`src/rtl/rf_interlock.sv`:
```
module rf_interlock #(
  parameter int REG_W = 5
) (
  input  logic             rf_vld,
  input  logic [REG_W-1:0] rf_src_a,
  input  logic             rf_use_a,
  input  logic [REG_W-1:0] rf_src_b,
  input  logic             rf_use_b,
  input  logic             ex_vld,
  input  logic             ex_we,
  input  logic [REG_W-1:0] ex_dst,
  input  logic             mem_vld,
  input  logic             mem_we,
  input  logic [REG_W-1:0] mem_dst,
  output logic             hold_front,
  output logic             ex_bubble
);

  localparam logic [REG_W-1:0] ZERO_REG = '0;

  logic ex_live, mem_live;
  logic a_live, b_live;
  logic a_ex, b_ex, a_mem, b_mem;

  assign ex_live  = ex_vld  & ex_we  & (ex_dst  != ZERO_REG);
  assign mem_live = mem_vld & mem_we & (mem_dst != ZERO_REG);
  assign a_live   = rf_use_a & (rf_src_a != ZERO_REG);
  assign b_live   = rf_use_b & (rf_src_b != ZERO_REG);

  assign a_ex  = a_live & ex_live  & (rf_src_a == ex_dst);
  assign b_ex  = b_live & ex_live  & (rf_src_b == ex_dst);
  assign a_mem = a_live & mem_live & (rf_src_a == mem_dst);
  assign b_mem = b_live & mem_live & (rf_src_b == mem_dst);

  assign hold_front = rf_vld & (a_ex | b_ex | a_mem | b_mem);
  assign ex_bubble  = hold_front;

endmodule


```
`config.mk`:
```
export PLATFORM = sky130hd
export DESIGN_NAME = rf_interlock
export DESIGN_NICKNAME = d
export VERILOG_FILES = /design/src/rtl/rf_interlock.sv
export SDC_FILE = /design/constraint.sdc
export NUM_CORES = 1
export LEC_CHECK = 0
export ABC_AREA = 1
export BUFFER_PORTS_ARGS = -buffer_cell sky130_fd_sc_hd__buf_4
export CORE_MARGIN = 2
export CORE_UTILIZATION = 30
export DETAILED_ROUTE_END_ITERATION = 16
export PLACE_DENSITY_LB_ADDON = 0.2
export SLEW_MARGIN = 25
export SYNTH_ARGS = -nofsm -noshare
export SYNTH_HDL_FRONTEND = slang
export SYNTH_SLANG_ARGS = --single-unit
```
`constraint.sdc`:
```
create_clock -name vclk -period 0.8
set_clock_uncertainty 0.2 [all_clocks]
set_input_delay 0.04 -clock vclk [all_inputs]
set_output_delay 0.04 -clock vclk [all_outputs]
set_load 0.02 [all_outputs]
```
Word level (Yosys, flattened, before mapping) --
Index checks and enable logic that the tools add are counted.
Storage, ports and cells: logic and storage cells 26, output and inout port bits 2, register bits 0, input bits 27
Operators by class: equal/unequal tests 4, bitwise gates (word level) 18, reduce and logical (&&, ||, !) cells 4
Operators with widths (count):
- equality test 5 bit | 4
- nonzero test 5 bit | 4
- AND 1 bit | 15
- OR 1 bit | 3

Depth between registers and ports, before layout --
depth in word-level cells 8, gate-level depth with buffers 10, depth with buffers taken out 9

Least setup slack after synthesis --
Ideal clock, no wire load.
path kind in2out, from input port rf_src_b[1], to output port hold_front, arrival 0.952 ns, buffers on the path 1, setup slack -0.392 ns, stages on the path 10, cells stage by stage inv_1 nand2_1 nand2_1 nand2_1 nor2_1 nand3_1 nand2_1 nand2_1 a21oi_2 buf_4
Between the ends: word-level cells in the longest chain between the ends 8, elaborated cells on any way between the ends 12, classes of those cells 2 x eq/ne; 9 x bitwise; 1 x reduce/logical
Ends and longest elaborated chain:
- start: declaration | line 7 | input logic [REG_W-1:0] rf_src_b,
- nonzero test 5 bit | line 28 | assign b_live = rf_use_b & (rf_src_b != ZERO_REG);
- AND 1 bit | line 28
- AND 1 bit (2 in a row) | line 31 | assign b_ex = b_live & ex_live & (rf_src_b == ex_dst);
- OR 1 bit (2 in a row) | line 35 | assign hold_front = rf_vld & (a_ex | b_ex | a_mem | b_mem);
- OR 1 bit (*) | line 35
- AND 1 bit (*) | line 35
- end: declaration | line 15 | output logic hold_front,
Every way passes the cells marked *; elsewhere a longest branch is shown, timed or not.

Worst setup path after layout --
from input port rf_src_a[1], to output port ex_bubble
Between the ends: word-level cells in the longest chain between the ends 8, elaborated cells on any way between the ends 12, classes of those cells 2 x eq/ne; 9 x bitwise; 1 x reduce/logical
Ends and longest elaborated chain:
- start: declaration | line 5 | input logic [REG_W-1:0] rf_src_a,
- nonzero test 5 bit | line 27 | assign a_live = rf_use_a & (rf_src_a != ZERO_REG);
- AND 1 bit | line 27
- AND 1 bit (2 in a row) | line 30 | assign a_ex = a_live & ex_live & (rf_src_a == ex_dst);
- OR 1 bit | line 35
- OR 1 bit (*) (2 in a row) | line 35
- AND 1 bit (*) | line 35
- end: declaration | line 16 | output logic ex_bubble
Marked as above.

==> run summary <==
The critical path starts at rf_src_a[1]. The die area came out at 0.00170 mm^2. The final cell count without fillers came out at 130. The initial utilization of the core area, before any placement, comes to 31.9%.

The clock network is responsible for 0% of the overall power. In this run the worst path has a maximum fanout of 3. The max-slew violation total from the final report came out at 0. At the worst endpoint, the required time is 560 ps.

The placement row count came out at 13. Setup repair after global routing could not meet its margin everywhere. The kind of critical path is in2out.

The layout filler cell count is 119. The number of nets in the layout is 144. For the pin with the worst max-slew slack, the measured transition is 235 ps. The busiest layer in global routing is met2. The worst hold path begins at rf_vld. The overall overflow remaining after global route came out at 0. The worst setup path is captured at an output pin.

The element type at the critical path start is an input pin. In this run, the combinational gates consume 100.0% of the power. The footprint of the flip-flops and latches is 0 um^2. The overall fraction of global-route tracks in use is 14.9%. The area of the core is 0.00130 mm^2. The die is 41.2 um tall.

The count of different cell masters after synthesis came out at 14. The largest net degree at the start of global routing came out at 5. In this run the static leakage power is 0.450 nW. The library cells used most frequently in the layout, excluding fill and tap cells, are nand2_1, buf_4, inv_1, nor2_1, xor2_1. Subtracting the final worst setup slack from the clock period gives 1250 ps.

The detailed-route DRC error count is 0. The relative area change from synthesis to final layout is 84.9%. The cell area that synthesis handed to floorplanning was 415 um^2. The final core utilization is 59.0%. The detailed placement HPWL came out at 1020 um. The x dimension of the die is 41.2 um.

The worst path arrival time came out at 1010 ps. The sequential fraction of design power came out at 0%. The net switching component of the power is 0.000156 W. The power per cell area came out at 469 mW/mm^2. The number of port buffers is 29. In this run the remaining antenna-violating nets after routing total 0. The via count of the first global-routing pass was 429.

The fraction of layout instances using a drive strength above 1 came out at 39.1%. The boundary pin count is 29. The number of hold violations in the final report came out at 0. The yosys synthesis warning count came out at 0. The proportion of total power due to net switching is 43.4%. The worst IR drop on VDD is 0.000232 V. The layout has 0 clock buffers. The initial detailed-routing violation count came out at 8. Global routing used 0% of the available met3 tracks.

The critical path endpoint is ex_bubble. The final layout contains routed wiring with a total length of 1230 um. The antenna diode instance count came out at 0.

The average wire per standard cell is 9.44 um. The internal power is 0.000204 W. The initial antenna violation count is 0.

The proportion of synthesized chip area in sequential cells came out at 0%. The detailed-route vias per instance is 4.40. The cell count after synthesis came out at 84.

A synthesized cell averages 4.95 um^2. For this run, global-route usage on met1 was measured as 20.3%. The worst setup slack before clock tree synthesis is -446 ps. The worst-case setup margin in the final layout came out at -448 ps. The checks that failed: negative setup slack. The last weighted congestion value of the routability-driven placer came out at 0.804. The tightest min-delay check is of the in2out type. The flow ran to the end, but the final reports show violations. Leaving out fill and tap cells, the most frequent cell in the layout is nand2_1. The count of final setup violators is 2. The number of detailed-route iterations in the first pass is 4. Measured against its own limit, the worst slew margin works out to 84.2%. Setup total negative slack on the finished layout was measured at -895 ps. The global routing usage on met2 came out at 27.7%.

The first global-routing pass estimated 1750 um of wire. The number of max-cap violations is 0. The total vias in the final route is 572.

The final critical-path share of the clock period is 156%. The post-synthesis net count came out at 111. Counting tap cells, the placed design contains a total of 129 instances.

For this run, the top clock speed supported by timing is 801 MHz. The design has 0 sequential cells.
## power by group through the flow
stage	sequential, W	combinational (W)	clock, W
final	0	0.000360	0
after global placement	0	0.000302	0
after global routing	0	0.000397	0
after floorplan	0	0.000135	0
after detailed placement	0	0.000304	0
after CTS	0	0.000327	0
## metrics by stage
step	total power, W	hold slack (ps)	cell area, um^2
floorplan	0.000135	6.10	429
detailed placement	0.000304	247	669
CTS	0.000327	229	716
global route	0.000397	246	768
global placement	0.000302	250	669
finish	0.000360	227	768
## cell type report
| type | count | area [um^2] | area share, % |
|---|---|---|---|
| Timing Repair Buffer | 32 | 285 | 37.1 |
| Tap cell | 15 | 18.8 | 2.44 |
| Multi-Input combinational cell | 65 | 394 | 51.3 |
| Inverter | 18 | 70.1 | 9.12 |
## worst min-delay path by stage
stage                             to  slack, ps  cells past startpoint
after floorplan            ex_bubble          6                      2
after CTS                 hold_front        230                      4
final                     hold_front        230                      4
after global routing       ex_bubble        250                      4
after global placement     ex_bubble        250                      4
after detailed placement  hold_front        250                      4
## synthesized netlist by cell type (2+ instances only)
master,instances,area (um^2)
nand2_1,26,97.6
nand3_1,6,30.0
xor2_1,9,78.8
nor2_1,12,45.0
nand4_1,2,12.5
xnor2_1,5,43.8
inv_1,17,63.8
## logic make-up after synthesis
| family | share of synthesized area (%) |
|---|---|
| AND/OR/NAND/NOR | 46.1 |
| XOR/XNOR | 29.5 |
| buffers and inverters | 18.1 |
| AO/OA/AOI/OAI | 6.32 |
## what timing repair did
item,in CTS,in global routing
gates cloned,0,0
pin swaps,8,15
gates resized for setup,12,10
setup endpoints to repair,2,2
hold buffers,0,0
buffers inserted,1,0
## worst max-delay path, stage by stage
cell,delay (ps)
buf_4,140
xnor2_2,140
nand2_1,70
nor2_1,90
nand3_1,80
nand2_1,80
nand2_2,70
a21oi_4,160
buf_6,130
## per-layer routing
| layer | vias to the layer above | wire length, um |
|---|---|---|
| met5 | - | 0 |
| met4 | 0 | 12 |
| met3 | 2 | 70 |
| met2 | 17 | 607 |
| met1 | 242 | 536 |
| li1 | 311 | - |
Power figures use the tool's default switching activity.
